<file path="src/rtl/bootcon_pkg.sv">
package bootcon_pkg;
  localparam int unsigned NUM_REGS   = 18;
  localparam int unsigned BANK_BYTES = NUM_REGS * 8;
  localparam logic [63:0] DISK_RD_CODE = 64'h13;

  typedef enum logic [4:0] {
    IX_LAST    = 5'd0,
    IX_VER     = 5'd1,
    IX_NCPU    = 5'd2,
    IX_BOOTCPU = 5'd3,
    IX_INTR    = 5'd4,
    IX_CIN     = 5'd5,
    IX_MHZ     = 5'd6,
    IX_MEMSZ   = 5'd7,
    IX_KSTART  = 5'd8,
    IX_KEND    = 5'd9,
    IX_ENTRY   = 5'd10,
    IX_DUNIT   = 5'd11,
    IX_DCOUNT  = 5'd12,
    IX_DPADDR  = 5'd13,
    IX_DBLOCK  = 5'd14,
    IX_DOP     = 5'd15,
    IX_COUT    = 5'd16,
    IX_BPTR    = 5'd17
  } reg_ix_e;

  typedef struct packed {
    logic    legal;
    logic    rd64;
    logic    hi_half;
    logic    wide;
    reg_ix_e ix;
  } dec_t;
endpackage

</file>
<file path="src/rtl/bootcon_decode.sv">
module bootcon_decode
  import bootcon_pkg::*;
#(
  parameter int unsigned    AW   = 16,
  parameter logic [AW-1:0]  BASE = '0
) (
  input  logic          req_write,
  input  logic [AW-1:0] req_addr,
  input  logic [3:0]    req_size,
  output dec_t          dec
);
  localparam logic [AW-1:0] SPAN = AW'(BANK_BYTES);

  logic [AW-1:0] off;
  logic in_range, sz4, sz8, rd32, wr_ok, writable;

  always_comb begin
    off         = req_addr - BASE;
    in_range    = off < SPAN;
    sz4         = req_size == 4'd4;
    sz8         = req_size == 4'd8;
    dec.ix      = reg_ix_e'(off[7:3]);
    dec.wide    = sz8;
    dec.hi_half = off[2];
    case (dec.ix)
      IX_BOOTCPU, IX_DUNIT, IX_DCOUNT, IX_DPADDR,
      IX_DBLOCK, IX_DOP, IX_COUT, IX_BPTR: writable = 1'b1;
      default:                             writable = 1'b0;
    endcase
    dec.rd64  = sz8 && in_range && (off[2:0] == 3'd0) && (dec.ix >= IX_CIN);
    rd32      = sz4 && in_range && (off[1:0] == 2'd0);
    wr_ok     = (sz4 || sz8) && in_range && (off[2:0] == 3'd0) && writable;
    dec.legal = req_write ? wr_ok : (rd32 || dec.rd64);
  end
endmodule

</file>
<file path="src/rtl/bootcon_regs.sv">
module bootcon_regs
  import bootcon_pkg::*;
#(
  parameter int unsigned CPU_W = 4
) (
  input  logic             clk,
  input  logic             rst_n,
  input  logic [31:0]      cfg_version,
  input  logic [31:0]      cfg_cpu_count,
  input  logic [31:0]      cfg_intr_hz,
  input  logic [63:0]      cfg_cpu_mhz,
  input  logic [63:0]      cfg_mem_size,
  input  logic [63:0]      cfg_kern_start,
  input  logic [63:0]      cfg_kern_end,
  input  logic [63:0]      cfg_entry,
  input  logic             acc,
  input  logic             wr,
  input  dec_t             dec,
  input  logic [63:0]      wval,
  input  logic             cin_valid,
  input  logic [7:0]       cin_data,
  output logic [63:0]      rd_data,
  output logic             val_err,
  output logic             cin_ready,
  output logic             cout_valid,
  output logic [7:0]       cout_data,
  output logic             disk_req,
  output logic [63:0]      disk_paddr,
  output logic [63:0]      disk_block,
  output logic [63:0]      disk_count,
  output logic             launch_valid,
  output logic [CPU_W-1:0] launch_cpu,
  output logic [63:0]      launch_ptr
);
  logic [31:0] ver_q, ncpu_q, intr_q, bootcpu_q;
  logic [63:0] mhz_q, mem_q, ks_q, ke_q, ent_q;
  logic [63:0] dunit_q, dcount_q, dpaddr_q, dblock_q, dop_q, bptr_q;
  logic [7:0]  cout_q;
  logic [63:0] word;
  logic wr_go, op_bad, boot_bad, commit;

  always_comb begin
    wr_go     = acc && wr;
    op_bad    = (dec.ix == IX_DOP) && (wval != DISK_RD_CODE);
    boot_bad  = (dec.ix == IX_BOOTCPU) && ((wval == '0) || ((wval >> CPU_W) != '0));
    val_err   = wr_go && (op_bad || boot_bad);
    commit    = wr_go && !val_err;
    cin_ready = acc && !wr && dec.rd64 && (dec.ix == IX_CIN);
  end

  always_comb begin
    case (dec.ix)
      IX_LAST:    word = 64'(BANK_BYTES - 1);
      IX_VER:     word = {32'b0, ver_q};
      IX_NCPU:    word = {32'b0, ncpu_q};
      IX_BOOTCPU: word = {32'b0, bootcpu_q};
      IX_INTR:    word = {32'b0, intr_q};
      IX_MHZ:     word = mhz_q;
      IX_MEMSZ:   word = mem_q;
      IX_KSTART:  word = ks_q;
      IX_KEND:    word = ke_q;
      IX_ENTRY:   word = ent_q;
      IX_DUNIT:   word = dunit_q;
      IX_DCOUNT:  word = dcount_q;
      IX_DPADDR:  word = dpaddr_q;
      IX_DBLOCK:  word = dblock_q;
      IX_DOP:     word = dop_q;
      IX_COUT:    word = {56'b0, cout_q};
      IX_BPTR:    word = bptr_q;
      default:    word = '0;
    endcase
    if (dec.rd64)
      rd_data = (dec.ix == IX_CIN) ? {56'b0, (cin_valid ? cin_data : 8'h00)} : word;
    else
      rd_data = {32'b0, (dec.hi_half ? word[63:32] : word[31:0])};
  end

  always_ff @(posedge clk) begin
    if (!rst_n) begin
      ver_q        <= cfg_version;
      ncpu_q       <= cfg_cpu_count;
      intr_q       <= cfg_intr_hz;
      mhz_q        <= cfg_cpu_mhz;
      mem_q        <= cfg_mem_size;
      ks_q         <= cfg_kern_start;
      ke_q         <= cfg_kern_end;
      ent_q        <= cfg_entry;
      bootcpu_q    <= '0;
      dunit_q      <= 64'd1;
      dcount_q     <= '0;
      dpaddr_q     <= '0;
      dblock_q     <= '0;
      dop_q        <= '0;
      bptr_q       <= '0;
      cout_q       <= '0;
      cout_valid   <= 1'b0;
      cout_data    <= '0;
      disk_req     <= 1'b0;
      launch_valid <= 1'b0;
      launch_cpu   <= '0;
    end else begin
      cout_valid   <= 1'b0;
      disk_req     <= 1'b0;
      launch_valid <= 1'b0;
      if (commit) begin
        case (dec.ix)
          IX_DUNIT:  dunit_q  <= wval;
          IX_DCOUNT: dcount_q <= wval;
          IX_DPADDR: dpaddr_q <= wval;
          IX_DBLOCK: dblock_q <= wval;
          IX_BPTR:   bptr_q   <= wval;
          IX_DOP: begin
            dop_q    <= wval;
            disk_req <= 1'b1;
          end
          IX_COUT: begin
            cout_q     <= wval[7:0];
            cout_data  <= wval[7:0];
            cout_valid <= 1'b1;
          end
          IX_BOOTCPU: begin
            bootcpu_q    <= wval[31:0];
            launch_cpu   <= wval[CPU_W-1:0];
            launch_valid <= 1'b1;
          end
          default: ;
        endcase
      end
    end
  end

  assign disk_paddr = dpaddr_q;
  assign disk_block = dblock_q;
  assign disk_count = dcount_q;
  assign launch_ptr = bptr_q;


  launch_idx_chk: assert property (@(posedge clk) disable iff (!rst_n)
    launch_valid |-> (launch_cpu != '0));

  disk_code_chk: assert property (@(posedge clk) disable iff (!rst_n)
    disk_req |-> (dop_q == DISK_RD_CODE));
endmodule

</file>
<file path="src/rtl/bootcon_top.sv">
module bootcon_top
  import bootcon_pkg::*;
#(
  parameter int unsigned   AW    = 16,
  parameter logic [AW-1:0] BASE  = 16'h0400,
  parameter int unsigned   CPU_W = 4
) (
  input  logic             clk,
  input  logic             rst_n,
  input  logic [31:0]      cfg_version,
  input  logic [31:0]      cfg_cpu_count,
  input  logic [31:0]      cfg_intr_hz,
  input  logic [63:0]      cfg_cpu_mhz,
  input  logic [63:0]      cfg_mem_size,
  input  logic [63:0]      cfg_kern_start,
  input  logic [63:0]      cfg_kern_end,
  input  logic [63:0]      cfg_entry,
  input  logic             req_valid,
  input  logic             req_write,
  input  logic [AW-1:0]    req_addr,
  input  logic [3:0]       req_size,
  input  logic [63:0]      req_wdata,
  output logic             rsp_valid,
  output logic             rsp_err,
  output logic [63:0]      rsp_rdata,
  input  logic             cin_valid,
  input  logic [7:0]       cin_data,
  output logic             cin_ready,
  output logic             cout_valid,
  output logic [7:0]       cout_data,
  output logic             disk_req,
  output logic [63:0]      disk_paddr,
  output logic [63:0]      disk_block,
  output logic [63:0]      disk_count,
  output logic             launch_valid,
  output logic [CPU_W-1:0] launch_cpu,
  output logic [63:0]      launch_ptr
);
  dec_t        dec;
  logic        acc, val_err;
  logic [63:0] wval, rd_data;

  bootcon_decode #(.AW(AW), .BASE(BASE)) u_decode (
    .req_write (req_write),
    .req_addr  (req_addr),
    .req_size  (req_size),
    .dec       (dec)
  );

  assign acc  = rst_n && req_valid && dec.legal;
  assign wval = dec.wide ? req_wdata : {32'b0, req_wdata[31:0]};

  bootcon_regs #(.CPU_W(CPU_W)) u_regs (
    .clk            (clk),
    .rst_n          (rst_n),
    .cfg_version    (cfg_version),
    .cfg_cpu_count  (cfg_cpu_count),
    .cfg_intr_hz    (cfg_intr_hz),
    .cfg_cpu_mhz    (cfg_cpu_mhz),
    .cfg_mem_size   (cfg_mem_size),
    .cfg_kern_start (cfg_kern_start),
    .cfg_kern_end   (cfg_kern_end),
    .cfg_entry      (cfg_entry),
    .acc            (acc),
    .wr             (req_write),
    .dec            (dec),
    .wval           (wval),
    .cin_valid      (cin_valid),
    .cin_data       (cin_data),
    .rd_data        (rd_data),
    .val_err        (val_err),
    .cin_ready      (cin_ready),
    .cout_valid     (cout_valid),
    .cout_data      (cout_data),
    .disk_req       (disk_req),
    .disk_paddr     (disk_paddr),
    .disk_block     (disk_block),
    .disk_count     (disk_count),
    .launch_valid   (launch_valid),
    .launch_cpu     (launch_cpu),
    .launch_ptr     (launch_ptr)
  );

  always_ff @(posedge clk) begin
    if (!rst_n) begin
      rsp_valid <= 1'b0;
      rsp_err   <= 1'b0;
      rsp_rdata <= '0;
    end else begin
      rsp_valid <= req_valid;
      rsp_err   <= req_valid && (!dec.legal || val_err);
      rsp_rdata <= (acc && !req_write) ? rd_data : '0;
    end
  end


  rsp_follows_req_chk: assert property (@(posedge clk) disable iff (!rst_n)
    req_valid |=> rsp_valid);

  rsp_only_after_req_chk: assert property (@(posedge clk) disable iff (!rst_n)
    !req_valid |=> !rsp_valid);

  err_no_effect_chk: assert property (@(posedge clk) disable iff (!rst_n)
    rsp_err |-> !(disk_req || cout_valid || launch_valid));

  disk_in_rsp_chk: assert property (@(posedge clk) disable iff (!rst_n)
    disk_req |-> (rsp_valid && !rsp_err));

  cout_in_rsp_chk: assert property (@(posedge clk) disable iff (!rst_n)
    cout_valid |-> (rsp_valid && !rsp_err));

  cin_on_read_chk: assert property (@(posedge clk) disable iff (!rst_n)
    cin_ready |-> (req_valid && !req_write));
endmodule

</file>
<file path="config.mk">
export PLATFORM = sky130hd
export DESIGN_NAME = bootcon_top
export DESIGN_NICKNAME = d
export VERILOG_FILES = /design/src/rtl/bootcon_pkg.sv /design/src/rtl/bootcon_decode.sv /design/src/rtl/bootcon_regs.sv /design/src/rtl/bootcon_top.sv
export SDC_FILE = /design/constraint.sdc
export NUM_CORES = 2
export LEC_CHECK = 0
export BUFFER_PORTS_ARGS = -buffer_cell sky130_fd_sc_hd__buf_2
export CAP_MARGIN = 25
export CELL_PAD_IN_SITES_DETAIL_PLACEMENT = 0
export CELL_PAD_IN_SITES_GLOBAL_PLACEMENT = 1
export CORE_MARGIN = 3
export CORE_UTILIZATION = 30
export DETAILED_ROUTE_END_ITERATION = 8
export PLACE_DENSITY_LB_ADDON = 0.1
export SLEW_MARGIN = 20
export SYNTH_ARGS = -nofsm -noshare
export SYNTH_HDL_FRONTEND = slang
export SYNTH_SLANG_ARGS = --single-unit
</file>
<file path="constraint.sdc">
create_clock -name clk -period 32.6 [get_ports clk]
set_clock_uncertainty 0.05 [all_clocks]
set_input_delay 1.63 -clock clk [delete_from_list [all_inputs] [get_ports clk]]
set_output_delay 1.63 -clock clk [all_outputs]
set_load 0.01 [all_outputs]
</file>
==> flow_results.org <==
** Run status
- The run finished with clean final reports.

** GRT
- Number of global-route vias before repair :: 28200
- The total overflow left after global routing is 0.
- Global routing consumed, over all layers together, 27.5% of the routing resources.
- Entering global routing, the biggest net connects 97 pins.
- The initial antenna violation count was 28.
- The first global-routing pass estimated 226 mm of wire.

** Synth
- The number of different library cells used by synthesis comes to 78.
- Synthesis produced 2815 cells.
- After synthesis, flip-flops and latches occupy 66.8% of the total area.
- Among all flip-flop cells after synthesis, the most frequent one is dfxtp_1.
- Synthesis-stage register bit count :: 909
- Post-synthesis area per instance :: 11.9 um2
- Share of the synthesized area in compound gates (AO/OA/AOI/OAI) :: 15.5%
- The number of nets in the synthesized netlist is 3328.
- Share of the synthesized netlist area taken by xor and xnor gates :: 0.0262%
- Synthesized area :: 0.0335 mm2
- In this run, synthesis inferred 416 flip-flops with an integrated enable.
- For this run, the number of Yosys warnings is 0.
- Synth Area in Simple Gates :: 13.0%
- Main combinational cell family by area after synthesis :: compound AO/OA/AOI/OAI gates
- Of the post-synthesis cell area, the part taken by muxes is 1.34%.
- In the synthesized netlist the async set-or-reset flop fraction comes to 0%.
- Synth Area in Adders :: 0%

** Worst setup path
- Walking the worst path, the cells encountered are buf_2 -> buf_4 -> buf_4 -> o31ai_4 -> nand2_1 -> nor4_2 -> nand2_1 -> nor2_1 -> buf_2.
- Path type of the worst setup path :: primary input to output pin
- Critical Path Source Type :: primary input
- Arrival time of the worst setup path :: 3.89 ns
- For this design, the slowest cell found on the critical path is nor4_2.
- The startpoint identified for the worst register-to-register timing path is u_regs.disk_block[13].
- Peak per-stage delay on the critical path :: 0.54 ns
- For the worst setup path, the data required time is 30.92 ns.
- Tracing the worst setup path back leads to its startpoint at req_addr[4].
- Largest fanout on the critical path :: 20
- The worst setup path is captured at an output pin.

** STA
- After routing, the total negative slack on setup checks comes to 0 ns.
- After layout, the minimum clock period comes to 5.57 ns.
- Setup repair after global routing left no endpoint under its margin.
- Max-slew violation total from the final report :: 0
- Transition time at the pin with the least slew margin :: 1.08 ns
- Worst hold slack across all endpoints :: 0.400 ns
- The worst path uses 17.1% of the clock period.
- Setup-violating endpoint count in the final report :: 0
- Highest clock rate :: 0.180 GHz
- Relative slew slack :: 27.5%
- The count of final hold-check violations was 0.

** CTS
- Clk slew on worst S/H paths :: 0.06 ns
- Clock tree synthesis selected as its root buffer the cell clkbuf_16.
- CTS tree :: done
- Hold-fix buffers, CTS :: 0
- In this run the post-CTS setup repair buffer count came out at 0.
- Max Buffers Root-to-Sink :: 3
- Gates resized during post-CTS repair numbered 0.
- Inserted Clock Buffers :: 105
- The clock tree synthesis step divided the H-tree into 3 levels.
- The tree built by TritonCTS fans out to 909 sinks.
- Clock latency reported for the late side of the worst-skew pair :: 0.69 ns

** Cells and area
- The net count of the finished layout is 4121.
- Area overhead of the layout relative to synthesis :: 28.1%
- The finished layout holds 5188 standard cells, fillers aside.
- Final core utilization :: 39.1%
- Of the cells placed in the final design, the portion with a size suffix greater than 1 is 31.0%.
- Post-route cell area :: 0.0429 mm2
- Layout filler cell count :: 10800

** Min path
- The worst hold path begins at u_regs.dop_q[0].
- Type of the most critical hold path :: flip-flop to flip-flop

** Route
- Count of unresolved DRC violations after routing :: 0
- The pre-antenna-repair detailed-routing pass consisted of 6 iterations.
- After detailed routing, the average wire length per cell comes to 31.9 um.
- Dividing the detail-routed via count by the number of cells gives 5.44.
- The final layout contains routed wiring with a total length of 165 mm.
- Antenna viol nets, final :: 0
- Overall via count from detail_route :: 28200
- Starting DRC count in detailed routing :: 2575

** Job
- Max-cap violations in this run came to 0.

** Power and ir drop
- Power density over the cells :: 60.7 mW/mm2
- Worst ir drop on vdd :: 0.0000470 V
- LEAKAGE :: 0.0170 uW

** Floorplan
- In this run the core area contains 121 standard-cell rows.
- Io pins :: 851
- Area of the core :: 0.110 mm2
- Floorplan die height :: 340 um
- Die X :: 340 um
- Die area :: 0.116 mm2
- Once the floorplan was initialized, standard cells occupied 30.5% of the core.

** Place
- Number of instances in the placed design :: 4975
- DPL Wire Length :: 115 mm
- At the end of routability-driven placement, the weighted congestion stood at 0.862.
- After detailed placement, the total cell area comes to 0.0392 mm2.
- During placement, the flow inserted port buffers numbering 850.
==> synth_stat cells, types with 9 or more instances <==
library cell,instances,share of area [%]
dfxtp_1,493,29
edfxtp_1,416,37
nand3_1,356,5.3
a22oi_1,293,6.6
o21ai_0,276,4.1
nand2_1,149,1.7
clkbuf_1,103,1.2
and3_1,78,1.5
buf_2,75,1.1
nor2_1,72,0.81
o21ai_1,50,0.75
nand4_1,40,0.75
mux2i_1,37,1.1
a222oi_1,33,0.99
and2_1,32,0.60
buf_1,29,0.33
nor3_1,28,0.42
a21oi_1,24,0.36
nor4_1,18,0.34
o22ai_1,15,0.28
a22o_1,14,0.37
inv_1,13,0.15
a211oi_1,12,0.27
buf_6,11,0.37
buf_4,9,0.20
nand3_2,9,0.27
o211ai_1,9,0.20
o21ai_2,9,0.24
==> routing by layer <==
layer  track usage [%]  vias up  share of wire (%)  wire [um]
li1                  -    12400                  -          -
met1              35.7    14200                 41      68500
met2              46.3     1343                 48      79600
met3              5.30      252                7.2      11900
met4              8.36       12                3.2       5270
met5                 0        -              0.046         76
==> cells in the final DEF (no fill, tap or decap), types with 7 or more instances in the layout <==
master	count
a211oi_1	12
a21oi_1	24
a222oi_1	33
a22o_1	14
a22oi_1	293
and2_1	31
and3_1	78
buf_2	849
buf_4	65
bufinv_16	13
clkbuf_1	22
clkbuf_16	108
clkbuf_8	13
clkinv_1	15
clkinv_2	21
dfxtp_1	493
diode_2	11
edfxtp_1	416
inv_1	12
mux2i_1	37
nand2_1	149
nand3_1	352
nand3_2	8
nand4_1	40
nor2_1	61
nor2_4	13
nor3_1	25
nor4_1	18
o211ai_1	9
o21ai_0	275
o21ai_1	51
o21ai_2	9
o22ai_1	15
o2bb2ai_1	7
==> cells by family after synthesis <==
family,after synthesis
DFF,909
and+or+nand+nor,831
AOI/OAI and AO/OA,785
buffers and inverters,246
muxes,43
xor gates and xnor gates,1
==> cell type report <==
class / instances / area, um2 / share of cell area [%]
tap: 1476 / 1850 / 4.30
clock buffer: 143 / 2960 / 6.91
inverter: 13 / 56.3 / 0.131
clock inverter: 57 / 648 / 1.51
timing repair buffer: 919 / 4850 / 11.3
sequential: 909 / 22400 / 52.1
multi-input combinational: 1660 / 10200 / 23.7
antenna: 11 / 27.5 / 0.0642
==> report_power, final <==
part	switching [uW]	internal [uW]	total, uW
sequential	14.5	1240	1250
combinational	79.0	36.3	115
clock	495	739	1230
total	588	2010	2600
==> path summary, 6_finish.rpt <==
path,to,slack [ns],cells past startpoint
worst max-delay path,cin_ready,27.03,9
worst min-delay path,u_regs.dop_q[0],0.40,2
worst max register to register,rsp_rdata[13],29.90,5
worst min register to register,u_regs.dop_q[0],0.40,2
==> per-stage QoR <==
step,total power [uW],setup slack [ns]
finish,2600,27.03
global route,2680,26.94
CTS,2630,27.06
detailed placement,1390,26.53
global placement,1390,26.59
floorplan,1320,21.14
==> worst max-delay path: cells and delay by family <==
family,cells,cell delay (ns)
and+or+nand+nor,4,1.13
AOI/OAI and AO/OA,1,0.29
buffers and inverters,4,0.81
Power figures use the tool's default switching activity.
